**src/rtl/e1FrameAlignMonPkg.sv**
```systemverilog
package e1FrameAlignMonPkg;

  // Result of the pattern comparators, datapath to control
  typedef struct packed {
    logic fasMatch;
    logic nfasBitVal;
    logic mfMatch;
  } cmpRes_t;

  // Per-cycle strobes, control to datapath
  typedef struct packed {
    logic fawErr;
    logic fawOk;
    logic nfasLoad;
    logic nfasErr;
    logic mfErr;
  } strobes_t;

endpackage

```
**src/rtl/e1FrameAlignMonDatapath.sv**
```systemverilog
module e1FrameAlignMonDatapath
  import e1FrameAlignMonPkg::*;
#(
  parameter int         CNT_W       = 4,
  parameter logic [6:0] FAS_PATTERN = 7'b0011011,
  parameter logic [3:0] MF_PATTERN  = 4'b0000,
  parameter int         FAS_BITS    = 7
) (
  input  logic             clk,
  input  logic             rstN,
  input  logic [7:0]       ts0Octet,
  input  logic [7:0]       ts16Octet,
  input  strobes_t         strobes,
  output cmpRes_t          cmpRes,
  output logic             nonAlignBit,
  output logic [CNT_W-1:0] errCount
);

  localparam logic [CNT_W-1:0] CNT_MAX = {CNT_W{1'b1}};
  localparam int               MF_BITS = 4;

  logic [FAS_BITS-1:0] fasDiff;
  logic [MF_BITS-1:0]  mfDiff;

  // bitwise comparison, bit 1 of the octet sits in [7] and is not part of the word
  for (genvar i = 0; i < FAS_BITS; i++) begin : g_fasCmp
    assign fasDiff[i] = ts0Octet[i] ^ FAS_PATTERN[i];
  end

  for (genvar j = 0; j < MF_BITS; j++) begin : g_mfCmp
    assign mfDiff[j] = ts16Octet[j+4] ^ MF_PATTERN[j];
  end

  always_comb begin
    cmpRes.fasMatch   = ~|fasDiff;
    cmpRes.mfMatch    = ~|mfDiff;
    cmpRes.nfasBitVal = ts0Octet[6];
  end

  always_ff @(posedge clk or negedge rstN) begin
    if (!rstN) begin
      nonAlignBit <= 1'b1;
    end else if (strobes.nfasLoad) begin
      nonAlignBit <= cmpRes.nfasBitVal;
    end
  end

  always_ff @(posedge clk or negedge rstN) begin
    if (!rstN) begin
      errCount <= '0;
    end else if (strobes.fawErr && errCount != CNT_MAX) begin
      errCount <= errCount + 1'b1;
    end
  end

endmodule

```
**src/rtl/e1FrameAlignMonControl.sv**
```systemverilog
module e1FrameAlignMonControl
  import e1FrameAlignMonPkg::*;
#(
  parameter int         ALARM_RUN   = 2,
  parameter logic       NFAS_EXPECT = 1'b1
) (
  input  logic     clk,
  input  logic     rstN,
  input  logic     ts0Valid,
  input  logic     ts0IsFas,
  input  logic     ts16Valid,
  input  cmpRes_t  cmpRes,
  output strobes_t strobes,
  output logic     fawErr,
  output logic     nfasErr,
  output logic     mfErr,
  output logic     alarm
);

  localparam int RUN_W = $clog2(ALARM_RUN + 1);
  localparam logic [RUN_W-1:0] RUN_MAX = RUN_W'(ALARM_RUN);

  logic [RUN_W-1:0] runCnt;
  logic [RUN_W-1:0] runNext;

  always_comb begin
    strobes.fawErr   = ts0Valid &&  ts0IsFas && !cmpRes.fasMatch;
    strobes.fawOk    = ts0Valid &&  ts0IsFas &&  cmpRes.fasMatch;
    strobes.nfasLoad = ts0Valid && !ts0IsFas;
    strobes.nfasErr  = ts0Valid && !ts0IsFas && (cmpRes.nfasBitVal != NFAS_EXPECT);
    strobes.mfErr    = ts16Valid && !cmpRes.mfMatch;
  end

  always_comb begin
    runNext = runCnt;
    if (strobes.fawOk) begin
      runNext = '0;
    end else if (strobes.fawErr && runCnt != RUN_MAX) begin
      runNext = runCnt + 1'b1;
    end
  end

  always_ff @(posedge clk or negedge rstN) begin
    if (!rstN) begin
      runCnt  <= '0;
      alarm   <= 1'b0;
      fawErr  <= 1'b0;
      nfasErr <= 1'b0;
      mfErr   <= 1'b0;
    end else begin
      runCnt  <= runNext;
      alarm   <= (runNext >= RUN_MAX);
      fawErr  <= strobes.fawErr;
      nfasErr <= strobes.nfasErr;
      mfErr   <= strobes.mfErr;
    end
  end

endmodule

```
**src/rtl/e1FrameAlignMon.sv**
```systemverilog
module e1FrameAlignMon
  import e1FrameAlignMonPkg::*;
#(
  parameter int         CNT_W       = 4,
  parameter int         ALARM_RUN   = 2,
  parameter logic [6:0] FAS_PATTERN = 7'b0011011,
  parameter logic [3:0] MF_PATTERN  = 4'b0000,
  parameter logic       NFAS_EXPECT = 1'b1
) (
  input  logic             clk,
  input  logic             rstN,
  input  logic             ts0Valid,
  input  logic             ts0IsFas,
  input  logic [7:0]       ts0Octet,
  input  logic             ts16Valid,
  input  logic [7:0]       ts16Octet,
  output logic             fawErr,
  output logic             nfasErr,
  output logic             mfErr,
  output logic             nonAlignBit,
  output logic             alarm,
  output logic [CNT_W-1:0] errCount
);

  cmpRes_t  cmpRes;
  strobes_t strobes;

  e1FrameAlignMonDatapath #(
    .CNT_W       (CNT_W),
    .FAS_PATTERN (FAS_PATTERN),
    .MF_PATTERN  (MF_PATTERN),
    .FAS_BITS    (7)
  ) u_datapath (
    .clk         (clk),
    .rstN        (rstN),
    .ts0Octet    (ts0Octet),
    .ts16Octet   (ts16Octet),
    .strobes     (strobes),
    .cmpRes      (cmpRes),
    .nonAlignBit (nonAlignBit),
    .errCount    (errCount)
  );

  e1FrameAlignMonControl #(
    .ALARM_RUN   (ALARM_RUN),
    .NFAS_EXPECT (NFAS_EXPECT)
  ) u_control (
    .clk       (clk),
    .rstN      (rstN),
    .ts0Valid  (ts0Valid),
    .ts0IsFas  (ts0IsFas),
    .ts16Valid (ts16Valid),
    .cmpRes    (cmpRes),
    .strobes   (strobes),
    .fawErr    (fawErr),
    .nfasErr   (nfasErr),
    .mfErr     (mfErr),
    .alarm     (alarm)
  );

endmodule

```
**config.mk**
```make
export PLATFORM = sky130hd
export DESIGN_NAME = e1FrameAlignMon
export DESIGN_NICKNAME = d
export VERILOG_FILES = /design/src/rtl/e1FrameAlignMonPkg.sv /design/src/rtl/e1FrameAlignMonDatapath.sv /design/src/rtl/e1FrameAlignMonControl.sv /design/src/rtl/e1FrameAlignMon.sv
export SDC_FILE = /design/constraint.sdc
export NUM_CORES = 1
export LEC_CHECK = 0
export ABC_AREA = 1
export CAP_MARGIN = 25
export CELL_PAD_IN_SITES_DETAIL_PLACEMENT = 1
export CELL_PAD_IN_SITES_GLOBAL_PLACEMENT = 2
export CORE_AREA = 2 2 49 51
export DETAILED_ROUTE_END_ITERATION = 8
export DIE_AREA = 0 0 51 53
export DONT_BUFFER_PORTS = 1
export PLACE_DENSITY_LB_ADDON = 0.1
export SLEW_MARGIN = 20
export SYNTH_ARGS = -nofsm -noshare
export SYNTH_HDL_FRONTEND = slang
export SYNTH_SLANG_ARGS = --single-unit
```
**constraint.sdc**
```tcl
create_clock -name clk -period 1.01 [get_ports clk]
set_input_delay 0.202 -clock clk [delete_from_list [all_inputs] [get_ports clk]]
set_output_delay 0.202 -clock clk [all_outputs]
set_load 0.01 [all_outputs]
```
# ---- After elaboration in Yosys (flattened, before gate mapping)
# Index checks and enable logic that the tools add are counted.
dict set report word_totals {
  ff_bits 11
  inputBits 21
  elab_cells 31
}
dict set report classes {
  n_addsub 2
  order_cmp 1
  n_eq_ne 2
  muxes 2
  bitwise_logic 5
  n_reduce_logical 12
}
# op n
set op_table {}
lappend op_table {{$logic_and A1 B1 Y1} 8}
lappend op_table {{$reduce_or A7 Y1} 1}
lappend op_table {{$not A1 Y1} 5}
lappend op_table {{$add A4 B1 Y4 const B} 1}
lappend op_table {{$mux W2} 2}
lappend op_table {{$ne A4 B4 Y1 const B} 1}
lappend op_table {{$reduce_or A4 Y1} 1}
lappend op_table {{$add A2 B1 Y2 const B} 1}
lappend op_table {{$ge A2 B2 Y1 const B} 1}
lappend op_table {{$logic_not A1 Y1} 2}
lappend op_table {{$ne A2 B2 Y1 const B} 1}

# ---- Longest topological paths before layout
dict set report logic_depth {
  depth_word 7
  mapped_depth 8
  depth_no_buf 8
}

# ---- Cells and area by module
# Synthesis repeated with hierarchy kept, for this count alone.
dict set report unflattened {
  hier_cells 60
  hier_area_um2 521.8
}
# mod n_inst cells_per_inst area_each_um2 seq_area_each_um2
set modules_own_cells {}
lappend modules_own_cells {e1FrameAlignMonDatapath 1 32 282.8 126.4}
lappend modules_own_cells {e1FrameAlignMonControl 1 28 239.0 125.1}

# ---- Least setup slack after synthesis
# Ideal clock, no wire load.
dict set report synth_path {
  path_type {register -> register}
  startpoint {reg u_datapath.errCount[0]}
  endpoint {reg u_datapath.errCount[0]}
  setup_ns 0.127
  arrival_time_ns 1.023
  required_time_ns 0.883
  slack_ns -0.140
  stages_incl_launch_ff 5
  path_buffers 0
  synth_period_minus_slack_ns 1.150
  path_cell_list {dfrtp_1 > ha_1 > nand3_1 > nand3_4 > xnor2_1}
}
dict set report synth_via {
  elab_chain_len 2
}
# element line
set synth_lines {}
lappend synth_lines {{start, declared} e1FrameAlignMonDatapath.sv:16} ;# output logic [CNT_W-1:0] errCount
lappend synth_lines {{start signal, assigned} e1FrameAlignMonDatapath.sv:52} ;# errCount <= errCount + 1'b1;
lappend synth_lines {{branches (longest 2 deep; another with $add A4 B1 Y4)} -}
# Parallel ways; which one is timed is not known.
# A chain may end at the register's enable or synchronous reset.

# ---- Worst setup path in the final report
dict set report layout_path {
  startpoint {reg u_datapath.errCount[1]}
  endpoint {reg u_datapath.errCount[0]}
}
dict set report layout_via {
  elab_chain_len 2
}
# element line
set layout_lines {}
lappend layout_lines {{$ne A4 B4 Y1} e1FrameAlignMonDatapath.sv:51} ;# end else if (strobes.fawErr && errCount != CNT_MAX) begin
lappend layout_lines {{$logic_and A1 B1 Y1} e1FrameAlignMonDatapath.sv:51}
# Every way passes these cells.

==> impl_summary.md <==
Min path
The worst min-delay path category is in -> reg.

Detailed routing
The average vias per placed instance is 4.36. For this block, the initial DRC count from the detailed router was 1. The overall via count from detail_route is 471.

The post-route antenna net violation count is 0. Dividing the detail-routed wire length by the instance count gives around 11 um. In the routed design, unresolved DRC markers number 0.

The number of detailed-route iterations in the first pass is 2. The wire length after detailed routing is 1220 um.

Timing
On the final layout, the worst clock skew is 1.96 ps. The aggregate negative setup slack is -222 ps. The max-slew violation count is 0. The relative max-transition margin is 65.9%.

The fmax is 941 MHz. In the post-route analysis, the smallest setup slack over all paths is -53.2 ps. Setup repair after global routing could not meet its margin everywhere. The final setup violation count is 8. The minimum period implied by the final worst setup slack is ~1100 ps. The total count of hold-check failures in the final report is 0. The transition time of the tightest slew-check pin is 509 ps. The final critical path takes up 105% of the cycle.

Worst setup path
By startpoint and endpoint, the worst setup path is classified as reg -> reg. Among all stages on the critical path, the largest delay is contributed by sky130_fd_sc_hd__dfrtp_1. The critical path data required time is around 1200 ps. Along the worst path, the maximum fanout reaches 6. In this design, the critical path's most frequently occurring cell is sky130_fd_sc_hd__nand3_4. The largest single stage delay on the critical path is 420 ps.

Walking the worst path, the cells encountered are ha_4 -> nand3_4 -> nand3_4 -> xnor2_2. The type of element launching the critical path is a register. Data arrives at the worst endpoint at 1210 ps. STA classifies the critical path endpoint as a register.

Finish
Of the cells placed in the final design, the portion with a size suffix greater than 1 is 42.5%. The multi-input combinational cells in the finished layout cover a total of roughly 320 um^2. The final instance area is 815 um^2. Cells fill 37.9% of the core in the end. After the last flow step, the layout net total stands at 104. The number of antenna diodes is 0. The area growth from synthesis to layout is 42.8%. The number of filler cells placed in the layout is approximately 250. The sequential cells in the finished layout cover a total of 278 um^2.

Clocking
The tree built by TritonCTS fans out to 11 sinks. The worst-skew pair later-pin latency is 260 ps. In this run, CTS created clock tree buffers numbering 3.

The cell sitting at the root of the clock tree is a sky130_fd_sc_hd__clkbuf_4. The deepest clock path buffer count is 2. After clock tree synthesis, the clock-pin slew on the worst setup and hold paths is 70 ps. TritonCTS built the clock tree. The maximum level of the CTS H-tree is 1.

Synth
Counting every net in the synthesized netlist gives between 80 and 90. The area of the mapped netlist is 571 um^2. After synthesis, the most frequently instantiated cells are sky130_fd_sc_hd__nand2_1 (13), sky130_fd_sc_hd__inv_1 (12), sky130_fd_sc_hd__dfrtp_1 (10).

The prevailing post-synth register cell is sky130_fd_sc_hd__dfrtp_1. sky130_fd_sc_hd__dfrtp_1 takes more of the synthesized area than any other cell. The count of flip-flops with a built-in enable after synthesis is 0. The number of instances in the synthesized netlist is 64.

After synthesis, the cell types taking the most area are sky130_fd_sc_hd__dfrtp_1 (44%), sky130_fd_sc_hd__nand2_1 (8.6%), sky130_fd_sc_hd__inv_1 (7.9%). In the post-synthesis netlist, the cell with the most instances is sky130_fd_sc_hd__nand2_1. The top cell type by area accounts for 43.9% of the synthesized area. For this run, the number of Yosys warnings is 0.

The count of different cell masters after synthesis is 19. The per-instance average area after synthesis is 8.91 um^2. After synthesis, flip-flops and latches occupy 48.5% of the total area. The register bit total from synthesis is 11. For this run, asynchronously set or reset flops after synthesis account for 100%.

Die
The core region is 2150 um^2. In this run the horizontal extent of the chip is 51 um. The die span in y is 53 um. The floorplan step defined a die boundary enclosing around 2700 um^2.

The standard-cell row count is 17. The number of top-level design ports is 30. The initial core utilization is a little over a quarter.

Global route
The first-pass GRT wire length is 2080 um. The number of antenna violations at the first check in global routing was 0. The number of global-route vias before repair is just over 500. The pin count of the biggest net entering global routing is 12. Global routing used 10.6% of the available tracks across all layers.

The final global-route overflow total is 0.

Power and ir drop
IR analysis of the VDD net gives a maximum drop of 1.38 mV. In this run the static leakage power is approximately 0.4 nW. The power density relative to cell area is 2500 nW/um^2. Overall power consumption after layout is estimated at 0.00204 W.

Status
The final reports fail on setup timing. The flow ran to the end, but the final reports show violations.

Place
The congestion estimate from routability-driven global placement came to 0.684. The setup slack at placement is -51.8 ps. The count of input and output buffers is 0.

The HPWL after detailed placement is 949 um. After detailed placement, the total cell area comes to 651 um^2.

Flow run
Across the run, the number of max-cap violations was 0.
==> cells in the final DEF (no fill, tap or decap) <==
cell type                       netlist  routed
sky130_fd_sc_hd__nand3_1              4       2
sky130_fd_sc_hd__buf_4                0       7
sky130_fd_sc_hd__nand3_2              1       1
sky130_fd_sc_hd__ha_4                 0       2
sky130_fd_sc_hd__nand3_4              1       3
sky130_fd_sc_hd__nor2_1               5       4
sky130_fd_sc_hd__inv_2                1       3
sky130_fd_sc_hd__nand2_4              1       1
sky130_fd_sc_hd__dfrtp_2              0       1
sky130_fd_sc_hd__inv_4                0       1
sky130_fd_sc_hd__inv_1               12       9
sky130_fd_sc_hd__nor2_4               2       2
sky130_fd_sc_hd__a21oi_1              1       1
sky130_fd_sc_hd__buf_6                0       3
sky130_fd_sc_hd__nand2_1             13      11
sky130_fd_sc_hd__nand4_1              2       2
sky130_fd_sc_hd__o21ai_0              1       1
sky130_fd_sc_hd__nor4_1               1       1
sky130_fd_sc_hd__nand2_2              1       3
sky130_fd_sc_hd__clkbuf_1             0       1
sky130_fd_sc_hd__dfstp_2              1       1
sky130_fd_sc_hd__dlygate4sd3_1        0       2
sky130_fd_sc_hd__xnor2_2              0       2
sky130_fd_sc_hd__dfrtp_1             10       9
sky130_fd_sc_hd__nor2_2               0       1
sky130_fd_sc_hd__o21ai_1              2       2
sky130_fd_sc_hd__xnor2_1              3       1
sky130_fd_sc_hd__clkbuf_4             0       3
==> final cells by class <==
class	count	share of cell area, %
repair buffers	12	13.1
clock buffers	4	3.23
flip-flops and latches	11	34.1
inverters	13	6.30
well taps	28	4.30
multi-input cells	40	39.0
==> critical path, delay by kind of cell (launching register included) <==
kind | cells | cell delay [ps]
flip-flops | 1 | 420
adder cells (fa/ha/maj) | 1 | 200
AND/OR/NAND/NOR | 2 | 180
XOR/XNOR | 1 | 160
==> kinds of logic (layout without fill, tap and decap cells) <==
kind of cell / count (synthesis) / after routing / share of synthesized area (%)
xor gates and xnor gates: 3 / 3 / 4.61
adders and majority gates: 2 / 2 / 4.39
and+or+nand+nor: 31 / 31 / 30.5
buffers and inverters: 13 / 29 / 8.55
DFF: 11 / 11 / 48.5
AOI/OAI and AO/OA: 4 / 4 / 3.51
==> worst paths after layout <==
check | startpoint | endpoint | slack [ps] | depth (start not counted)
hold reg to reg | u_datapath.nonAlignBit$_DFFE_PN1P_ | u_datapath.nonAlignBit$_DFFE_PN1P_ | 520 | 2
hold / removal | ts16Valid | u_control.mfErr$_DFF_PN0_ | 50 | 2
max in group asynchronous | rstN | u_datapath.errCount[2]$_DFFE_PN0P_ | 290 | 1
setup reg to reg | u_datapath.errCount[1]$_DFFE_PN0P_ | u_datapath.errCount[0]$_DFFE_PN0P_ | -50 | 4
min in group asynchronous | rstN | u_datapath.errCount[1]$_DFFE_PN0P_ | 350 | 1
setup / recovery | u_datapath.errCount[1]$_DFFE_PN0P_ | u_datapath.errCount[0]$_DFFE_PN0P_ | -50 | 4
==> state kept, by name (all words and copies together), names as in the netlist <==
name and cells:
u_control.alarm 1, u_control.fawErr 1, u_control.mfErr 1, u_control.nfasErr 1, u_control.runCnt 2, u_datapath.errCount 4, u_datapath.nonAlignBit 1
==> per-stage QoR <==
stage | hold slack [ps] | instances
global placement | -93.3 | 97
global route | 45.8 | 108
finish | 48.3 | 108
detailed placement | -93.3 | 97
CTS | 38.4 | 104
floorplan | -93.6 | 64
==> report_power, final <==
group	switching (W)	internal (W)	total (W)
clock	0.000135	0.000152	0.000288
combinational	0.000470	0.000555	0.00102
sequential	0.000137	0.000591	0.000727
==> timing repair <==
action	4_1_cts	5_1_grt
buffers inserted	1	4
hold endpoints to repair	12	0
hold buffers	2	0
gates resized for setup	5	14
pin swaps	4	10
setup endpoints to repair	12	11
==> per-layer routing <==
| layer | track usage [%] | routed length, um | vias up |
|---|---|---|---|
| met3 | 4.80 | 55 | 2 |
| met2 | 21.0 | 701 | 8 |
| li1 | - | - | 234 |
| met1 | 9.71 | 457 | 227 |
| met4 | 2.70 | 10 | 0 |
| met5 | 0 | 0 | - |
Power figures use the tool's default switching activity.
